[src/rtl/dmul_seq.sv]
module dmul_seq #(
  parameter int EW = 11,
  parameter int FW = 52
) (
  input  logic                 clk,
  input  logic                 rst_n,
  input  logic                 start,
  input  logic                 trap_en,
  input  logic [EW+FW:0]       opa,
  input  logic [EW+FW:0]       opb,
  output logic                 busy,
  output logic                 done,
  output logic                 is_special,
  output logic [EW+FW:0]       special_val,
  output logic                 inv_flag,
  output logic                 inv_trap,
  output logic                 sign_o,
  output logic signed [EW+2:0] exp_o,
  output logic [FW:0]          mant_o,
  output logic                 guard_o,
  output logic                 sticky_o
);
  localparam int WW    = 1 + EW + FW;
  localparam int MW    = FW + 1;
  localparam int STEPS = (MW + 3) / 4;
  localparam int PW    = 4 * STEPS;
  localparam int GB    = 7;
  localparam int LEAD  = MW + GB;
  localparam int AW    = LEAD + 4;
  localparam int XW    = EW + 3;
  localparam int CW    = $clog2(STEPS + 1);
  localparam int BIAS  = (1 << (EW - 1)) - 1;

  typedef enum logic [2:0] {S_IDLE, S_CLASS, S_NORM, S_MUL, S_ADJ, S_FIN} st_t;

  st_t                 st;
  logic [WW-1:0]       a_q, b_q;
  logic                trap_q;
  logic [MW-1:0]       ma, mb;
  logic [AW-1:0]       mc, acc, addend;
  logic [PW-1:0]       mp;
  logic                stk;
  logic signed [XW-1:0] xe;
  logic [CW-1:0]       cnt;

  wire [EW-1:0] ea = a_q[WW-2:FW];
  wire [EW-1:0] eb = b_q[WW-2:FW];
  wire [FW-1:0] fa = a_q[FW-1:0];
  wire [FW-1:0] fb = b_q[FW-1:0];
  wire sgn    = a_q[WW-1] ^ b_q[WW-1];
  wire a_max  = &ea;
  wire b_max  = &eb;
  wire a_nan  = a_max & (|fa);
  wire b_nan  = b_max & (|fb);
  wire a_inf  = a_max & ~(|fa);
  wire b_inf  = b_max & ~(|fb);
  wire a_snan = a_nan & ~fa[FW-1];
  wire b_snan = b_nan & ~fb[FW-1];
  wire a_zero = ~(|a_q[WW-2:0]);
  wire b_zero = ~(|b_q[WW-2:0]);
  wire [WW-1:0] qa   = a_q | (WW'(1) << (FW - 1));
  wire [WW-1:0] qb   = b_q | (WW'(1) << (FW - 1));
  wire [WW-1:0] qnan = {1'b0, {EW{1'b1}}, 1'b1, {(FW-1){1'b0}}};
  wire [WW-1:0] infv = {sgn, {EW{1'b1}}, {FW{1'b0}}};
  wire [WW-1:0] zerv = {sgn, {(WW-1){1'b0}}};

  logic          spec, sinv;
  logic [WW-1:0] sval;

  always_comb begin
    spec = 1'b1;
    sinv = 1'b0;
    sval = '0;
    if (a_nan) begin
      if (a_snan) begin sinv = 1'b1; sval = qa; end
      else if (b_snan) begin sinv = 1'b1; sval = qb; end
      else sval = a_q;
    end else if (a_inf) begin
      if (b_nan) begin sinv = b_snan; sval = qb; end
      else if (b_zero) begin sinv = 1'b1; sval = qnan; end
      else sval = infv;
    end else if (b_nan) begin
      sinv = b_snan;
      sval = qb;
    end else if (b_inf) begin
      if (a_zero) begin sinv = 1'b1; sval = qnan; end
      else sval = infv;
    end else if (a_zero || b_zero) begin
      sval = zerv;
    end else begin
      spec = 1'b0;
    end
  end

  always_comb begin
    addend = '0;
    for (int i = 0; i < 4; i++)
      if (mp[i]) addend = addend + (mc << i);
  end

  assign busy = (st != S_IDLE);

  always_ff @(posedge clk or negedge rst_n) begin
    if (!rst_n) begin
      st <= S_IDLE;
      a_q <= '0; b_q <= '0; trap_q <= 1'b0;
      ma <= '0; mb <= '0; mc <= '0; mp <= '0; acc <= '0;
      stk <= 1'b0; xe <= '0; cnt <= '0;
      done <= 1'b0; is_special <= 1'b0; special_val <= '0;
      inv_flag <= 1'b0; inv_trap <= 1'b0; sign_o <= 1'b0;
      exp_o <= '0; mant_o <= '0; guard_o <= 1'b0; sticky_o <= 1'b0;
    end else begin
      done <= 1'b0;
      case (st)
        S_IDLE: if (start) begin
          a_q <= opa;
          b_q <= opb;
          trap_q <= trap_en;
          st <= S_CLASS;
        end
        S_CLASS: if (spec) begin
          is_special  <= 1'b1;
          special_val <= (sinv && trap_q) ? '0 : sval;
          inv_flag    <= sinv & ~trap_q;
          inv_trap    <= sinv & trap_q;
          sign_o      <= sgn;
          exp_o       <= '0;
          mant_o      <= '0;
          guard_o     <= 1'b0;
          sticky_o    <= 1'b0;
          done        <= 1'b1;
          st          <= S_IDLE;
        end else begin
          ma <= (ea != '0) ? {1'b1, fa} : {fa, 1'b0};
          mb <= (eb != '0) ? {1'b1, fb} : {fb, 1'b0};
          xe <= XW'({3'b000, ea}) + XW'({3'b000, eb}) - XW'(BIAS);
          st <= S_NORM;
        end
        S_NORM: if (!ma[MW-1]) begin
          ma <= ma << 1;
          xe <= xe - XW'(1);
        end else if (!mb[MW-1]) begin
          mb <= mb << 1;
          xe <= xe - XW'(1);
        end else begin
          mc  <= AW'(mb) << GB;
          mp  <= PW'(ma);
          acc <= '0;
          stk <= 1'b0;
          cnt <= '0;
          st  <= S_MUL;
        end
        S_MUL: begin
          stk <= stk | (|acc[3:0]);
          acc <= (acc >> 4) + addend;
          mp  <= mp >> 4;
          cnt <= cnt + CW'(1);
          if (cnt == CW'(STEPS - 1)) st <= S_ADJ;
        end
        S_ADJ: begin
          if (acc[LEAD]) xe <= xe + XW'(1);
          else acc <= acc << 1;
          st <= S_FIN;
        end
        S_FIN: if (!acc[LEAD]) begin
          acc <= acc << 1;
          xe  <= xe - XW'(1);
        end else begin
          is_special  <= 1'b0;
          special_val <= '0;
          inv_flag    <= 1'b0;
          inv_trap    <= 1'b0;
          sign_o      <= sgn;
          exp_o       <= xe;
          mant_o      <= acc[LEAD -: MW];
          guard_o     <= acc[LEAD-MW];
          sticky_o    <= stk | (|acc[LEAD-MW-1:0]);
          done        <= 1'b1;
          st          <= S_IDLE;
        end
        default: st <= S_IDLE;
      endcase
    end
  end
endmodule

[config.mk]
export PLATFORM = sky130hd
export DESIGN_NAME = dmul_seq
export DESIGN_NICKNAME = d
export VERILOG_FILES = /design/src/rtl/dmul_seq.sv
export SDC_FILE = /design/constraint.sdc
export NUM_CORES = 2
export LEC_CHECK = 0
export BUFFER_PORTS_ARGS = -buffer_cell sky130_fd_sc_hd__buf_4
export CAP_MARGIN = 30
export CORE_AREA = 4 4 287 289
export CTS_BUF_LIST = sky130_fd_sc_hd__clkbuf_8
export CTS_CLUSTER_SIZE = 16
export DETAILED_ROUTE_END_ITERATION = 8
export DIE_AREA = 0 0 291 293
export GPL_ROUTABILITY_DRIVEN = 0
export PLACE_DENSITY = 0.75
export RECOVER_POWER = 25
export SLEW_MARGIN = 25
export SYNTH_ARGS = -nofsm -noshare
export SYNTH_HDL_FRONTEND = slang
export SYNTH_SLANG_ARGS = --single-unit
export TNS_END_PERCENT = 20
[constraint.sdc]
create_clock -name clk -period 24.2 [get_ports clk]
set_input_delay 3.63 -clock clk [delete_from_list [all_inputs] [get_ports clk]]
set_output_delay 3.63 -clock clk [all_outputs]
set_load 0.05 [all_outputs]
Word-level counts from Yosys, hierarchy flattened
Cells that the tools add are included.
- bits in registers: 568
- bits of input ports: 132
- logic and storage cells: 194
- output and inout port bits: 139
- $add $sub $neg: 9
- bitwise operators: 18
- reduce and logical (&&, ||, !) cells: 32
- equal/unequal tests: 19
- muxes and demuxes: 91
- operators with widths (operator ; count):
    $mux W64 ; 19
    $mux W53 ; 9
    $pmux W53 S2 ; 3
    $pmux W64 S3 ; 1
    $pmux W64 S2 ; 1
    $reduce_or A63 Y1 ; 2
    $mux W56 ; 2
    $pmux W56 S2 ; 1
    $reduce_or A52 Y1 ; 2
    $mux W14 ; 7
    $add A60 B64 Y64 ; 1
    $add A64 B61 Y64 ; 1
    $add A64 B62 Y64 ; 1
    $add A64 B63 Y64 ; 1
    $mux W60 ; 1
    $pmux W14 S4 ; 1
    $pmux W14 S2 ; 1
    $mux W1 ; 27
    $ne A2 B2 Y1 const B ; 12
    $reduce_and A11 Y1 ; 2
    $reduce_bool A11 Y1 ; 2
    $pmux W3 S6 ; 1
    $reduce_and A3 Y1 ; 6
    $pmux W1 S2 ; 8
    other kinds (30) ; 57

Depth between registers and ports, before layout
- depth in word-level cells: 11
- depth in mapped cells: 57

Worst setup path before layout
Ideal clock, no wire load.
- kind: register -> register
- start point: register mp[0]
- end point: register acc[52]
- slack: 14072 ps
- buffers on the path: 5
- clock period less this slack: 10128 ps
- stages on the path, launching flop included: 53
- setup time: 138 ps
- data arrival time: 9989 ps
- data required time: 24062 ps
- cells stage by stage: dfrtp_1 buf_4 buf_2 clkbuf_1 clkbuf_1 clkbuf_1 nand2_1 inv_1 ha_1 inv_1 fa_1 and2b_1 a2111oi_1 o32a_1 o21a_1 o31a_1 o21bai_1 a21oi_1 [... 17 more ...] a21oi_1 a21o_1 nand2_1 a21boi_0 o31ai_1 o21ai_0 a22o_1 ha_1 inv_1 o21bai_1 a21o_1 a221oi_1 o21ai_0 a21o_1 a31o_2 a221oi_1 mux2i_1 o21ai_0
- cells in the longest elaborated chain, start to end: 9
- ends and longest elaborated chain (item ; RTL line ; source):
    start, declared ; 41 ; logic [PW-1:0] mp;
    start signal, assigned ; 147 ; mp <= PW'(ma);
    start signal, assigned ; 156 ; mp <= mp >> 4;
    $mux W60 * ; 98 ; if (mp[i]) addend = addend + (mc << i);
    $add A64 B61 Y64 ; 98 ;
    $mux W64 * ; 98 ;
    $add A64 B62 Y64 ; 98 ;
    $mux W64 * ; 98 ;
    $add A64 B63 Y64 ; 98 ;
    $mux W64 * ; 98 ;
    $add A60 B64 Y64 * ; 155 ; acc <= (acc >> 4) + addend;
    $pmux W64 S3 * ; 114 ; case (st)
    end signal, assigned ; 155 ;
    end signal, assigned ; 162 ; else acc <= acc << 1;
    end signal, assigned ; 166 ; acc <= acc << 1;
    end, declared ; 40 ; logic [AW-1:0] mc, acc, addend;
Mark *: on every way between the ends. The rest lies on a longest branch, timed or not.
A chain may end at the register's enable or synchronous reset.

Worst setup path in the final report
- start point: register mp[0]
- end point: register acc[63]
Same word-level chain as after synthesis.

==> impl_metrics.ini <==
[logic_synthesis]
syn_nets = 5162
netlist.area_leader.share_pct = 35.7
synth-seq-area-share_pct = 35.7
synth_adder_area_share_pct = 8.07
ys_ff_latch = 565
ys_warn_count = 0
syn_area_mm2 = 0.0396
async_reset_ff_share_pct = 100
synth_xor_area_share_pct = 4.50
synthFlopType = dfrtp_1
yosysUniqueCellTypes = 85
yosysTopAreaCell = dfrtp_1
syn_inst = 4780
yosys.area_share.simple_pct = 17.8
synth_edf_count = 0
synth-compound-area-share_pct = 24.2
ys_top_cells_by_area = dfrtp_1, nand2_1, ha_1, o21ai_0, mux2_2
synth_top_family_by_area = compound AO/OA/AOI/OAI gates
muxShareOfSynthArea_pct = 5.66
synth.avg_cell_area_um2 = 8.27

[worst_setup_path]
crit_type = flip-flop to flip-flop
crit_fanout = 64
reg2reg_to = acc[63]
r2r_slack_ns = 13.28
arrival_ns = 11.51
cp.required_ns = 24.79
critical_path.endpoint_type = flip-flop
worstRegToRegCells = 48
crit_path_start_kind = flip-flop
critical_path.max_stage_delay_ns = 0.51
cp_slowest_cell = buf_4
r2r_start = mp[0]

[timing]
max_freq_mhz = 91.6
slew_headroom_pct = -214
setup-tns-final_ns = 0
worst_slew_pin_slew_ns = 4.71
slew_viol_final = 664
fin_crit_ns = 10.92
finalHoldViolations = 0
fin_crit_sh_pct = 45.1
rsz0062_at_grt = false
finClkSkew_ns = 0.0740
setup_viol = 0

[cts]
clk_latency_ns = 0.75
cts_resized = 0
clockBufferDepth = 3
h-tree-depth = 3
post-cts-setup-buffer-count = 0
cts-hold-fix-buffers = 0
clock_sinks = 565
cts-root-buf = clkbuf_8
cts_tree = built
numCtsBuffers = 94
clkTransAtPathRegs_ns = 0.07

[drt]
vias_per_cell = 6.15
antenna_left = 0
vias = 37100
dr.pass1.iters = 6
drtIter0Drc = 3632
drc = 0
avgRoutedWirePerCell_um = 20.1
wl_mm = 121

[place]
dp_hpwl_mm = 89.0
post_dp_cell_area_mm2 = 0.0423
portBuffers = 270

[worst_hold_path]
whs_path_depth = 2
worstHoldEndpoint = exp_o[4]
hold_path_class = flip-flop to flip-flop
hold_start = xe[4]

[cells_and_area]
layout_commonest_cell = nand2_1
final_layout_size_suffix_gt1_share_pct = 13.4
stdcell_area_mm2 = 0.0442
area_growth_syn_to_layout_pct = 11.7
final_cell_mix = nand2_1, dfrtp_1, o21ai_0
nets = 5280

[global_routing]
globalRouteOverflowTotal = 0
grt_max_degree = 160
grt_pass1_wl_mm = 192
antenna_found_initial = 1
globalRouteTotalUtil_pct = 27.4
first_global_vias = 34700

[status]
failed_checks = max-capacitance violations, max-slew violations
outcome = complete, but fails checks

[floorplanning]
fp-row-count = 104
start_util_pct = 49.5
die_area_mm2 = 0.0853
die_h_um = 293
pin_count = 271
fp.dieW_um = 291
fp.coreArea_mm2 = 0.0799

[pwr]
leakagePower_nw = 20.8
ir_drop_mv = 0.0920
power_density_mw_per_mm2 = 157

[flow_run]
drv_cap = 10
-- where the power goes --
part / switching, mW / total (mW) / internal, mW
sequential: 0.490 / 1.78 / 1.29
combinational: 2.56 / 4.29 / 1.73
clock: 0.415 / 0.876 / 0.461
-- routing by layer --
layer	track usage (%)	up-vias	wire length [um]
li1	-	17400	-
met1	37.5	17800	51700
met2	43.9	1608	55100
met3	4.44	263	9600
met4	10.6	0	4720
met5	0	-	0
-- state kept, by name, indices dropped and copies added (netlist names), 3 cells and up --
| name | cells |
|---|---|
| exp_o | 14 |
| mp | 53 |
| b_q | 64 |
| mant_o | 53 |
| mc | 53 |
| st | 3 |
| mb | 53 |
| xe | 14 |
| a_q | 64 |
| special_val | 64 |
| ma | 53 |
| acc | 64 |
| cnt | 4 |
-- Yosys cell counts, drive strengths merged, types with 81 or more instances --
cell type	n
a21o	127
a21oi	386
a22oi	100
a31oi	128
clkbuf	259
dfrtp	565
ha	244
inv	126
mux2	181
nand2	999
nor2	219
o21ai	418
xnor2	122
xor2	81
-- critical path, delay by kind of cell (launching register included) --
| family | cells | cell delay, ns |
|---|---|---|
| DFF | 1 | 0.32 |
| AOI/OAI and AO/OA | 22 | 4.69 |
| and+or+nand+nor | 11 | 1.85 |
| adders and majority gates | 5 | 1.69 |
| muxes | 3 | 0.89 |
| xor gates and xnor gates | 4 | 0.66 |
| buffers and inverters | 3 | 0.65 |
-- how the worst max path moves through the flow --
stage                     startpoint       to  slack, ns  depth (start not counted)
after floorplan                mp[0]  acc[52]      14.07                         52
after global placement         mp[0]  acc[52]      13.74                         48
after detailed placement       mp[0]  acc[62]      13.51                         50
after CTS                      mp[0]  acc[62]      13.47                         50
after global routing           mp[0]  acc[62]      12.47                         45
final                          mp[0]  acc[63]      13.28                         48
-- metrics by stage --
step	std cells	setup WS (ns)	power (mW)	utilization [%]	hold WS, ns
after floorplan	4780	14.07	4.88	-	0.448
final	6029	13.28	6.95	55.3	0.457
after global placement	5857	13.74	5.88	52.9	0.461
after global routing	6029	12.47	7.50	55.3	0.494
after detailed placement	5860	13.51	5.96	52.9	0.466
after CTS	6025	13.47	6.87	55.3	0.468
-- cells by family (layout without fill, tap and decap cells) --
group                    count (synthesis)  after routing
other                                    0              2
AO/OA/AOI/OAI                         1517           1517
buffers and inverters                  419            606
XOR/XNOR                               203            203
flip-flops                             565            565
AND/OR/NAND/NOR                       1623           1623
multiplexers                           201            201
adder cells (fa/ha/maj)                252            252
-- cell type report --
cell class / count / area [um2]
repair buffers: 312 / 2350
diodes: 2 / 5.00
fillers: 7394 / 35700
well taps: 1060 / 1330
multi-input cells: 3796 / 23900
clock inverters: 48 / 323
inverters: 129 / 484
flip-flops and latches: 565 / 14100
clock buffers: 117 / 1610
No activity file was read; power rests on OpenSTA's default activity.
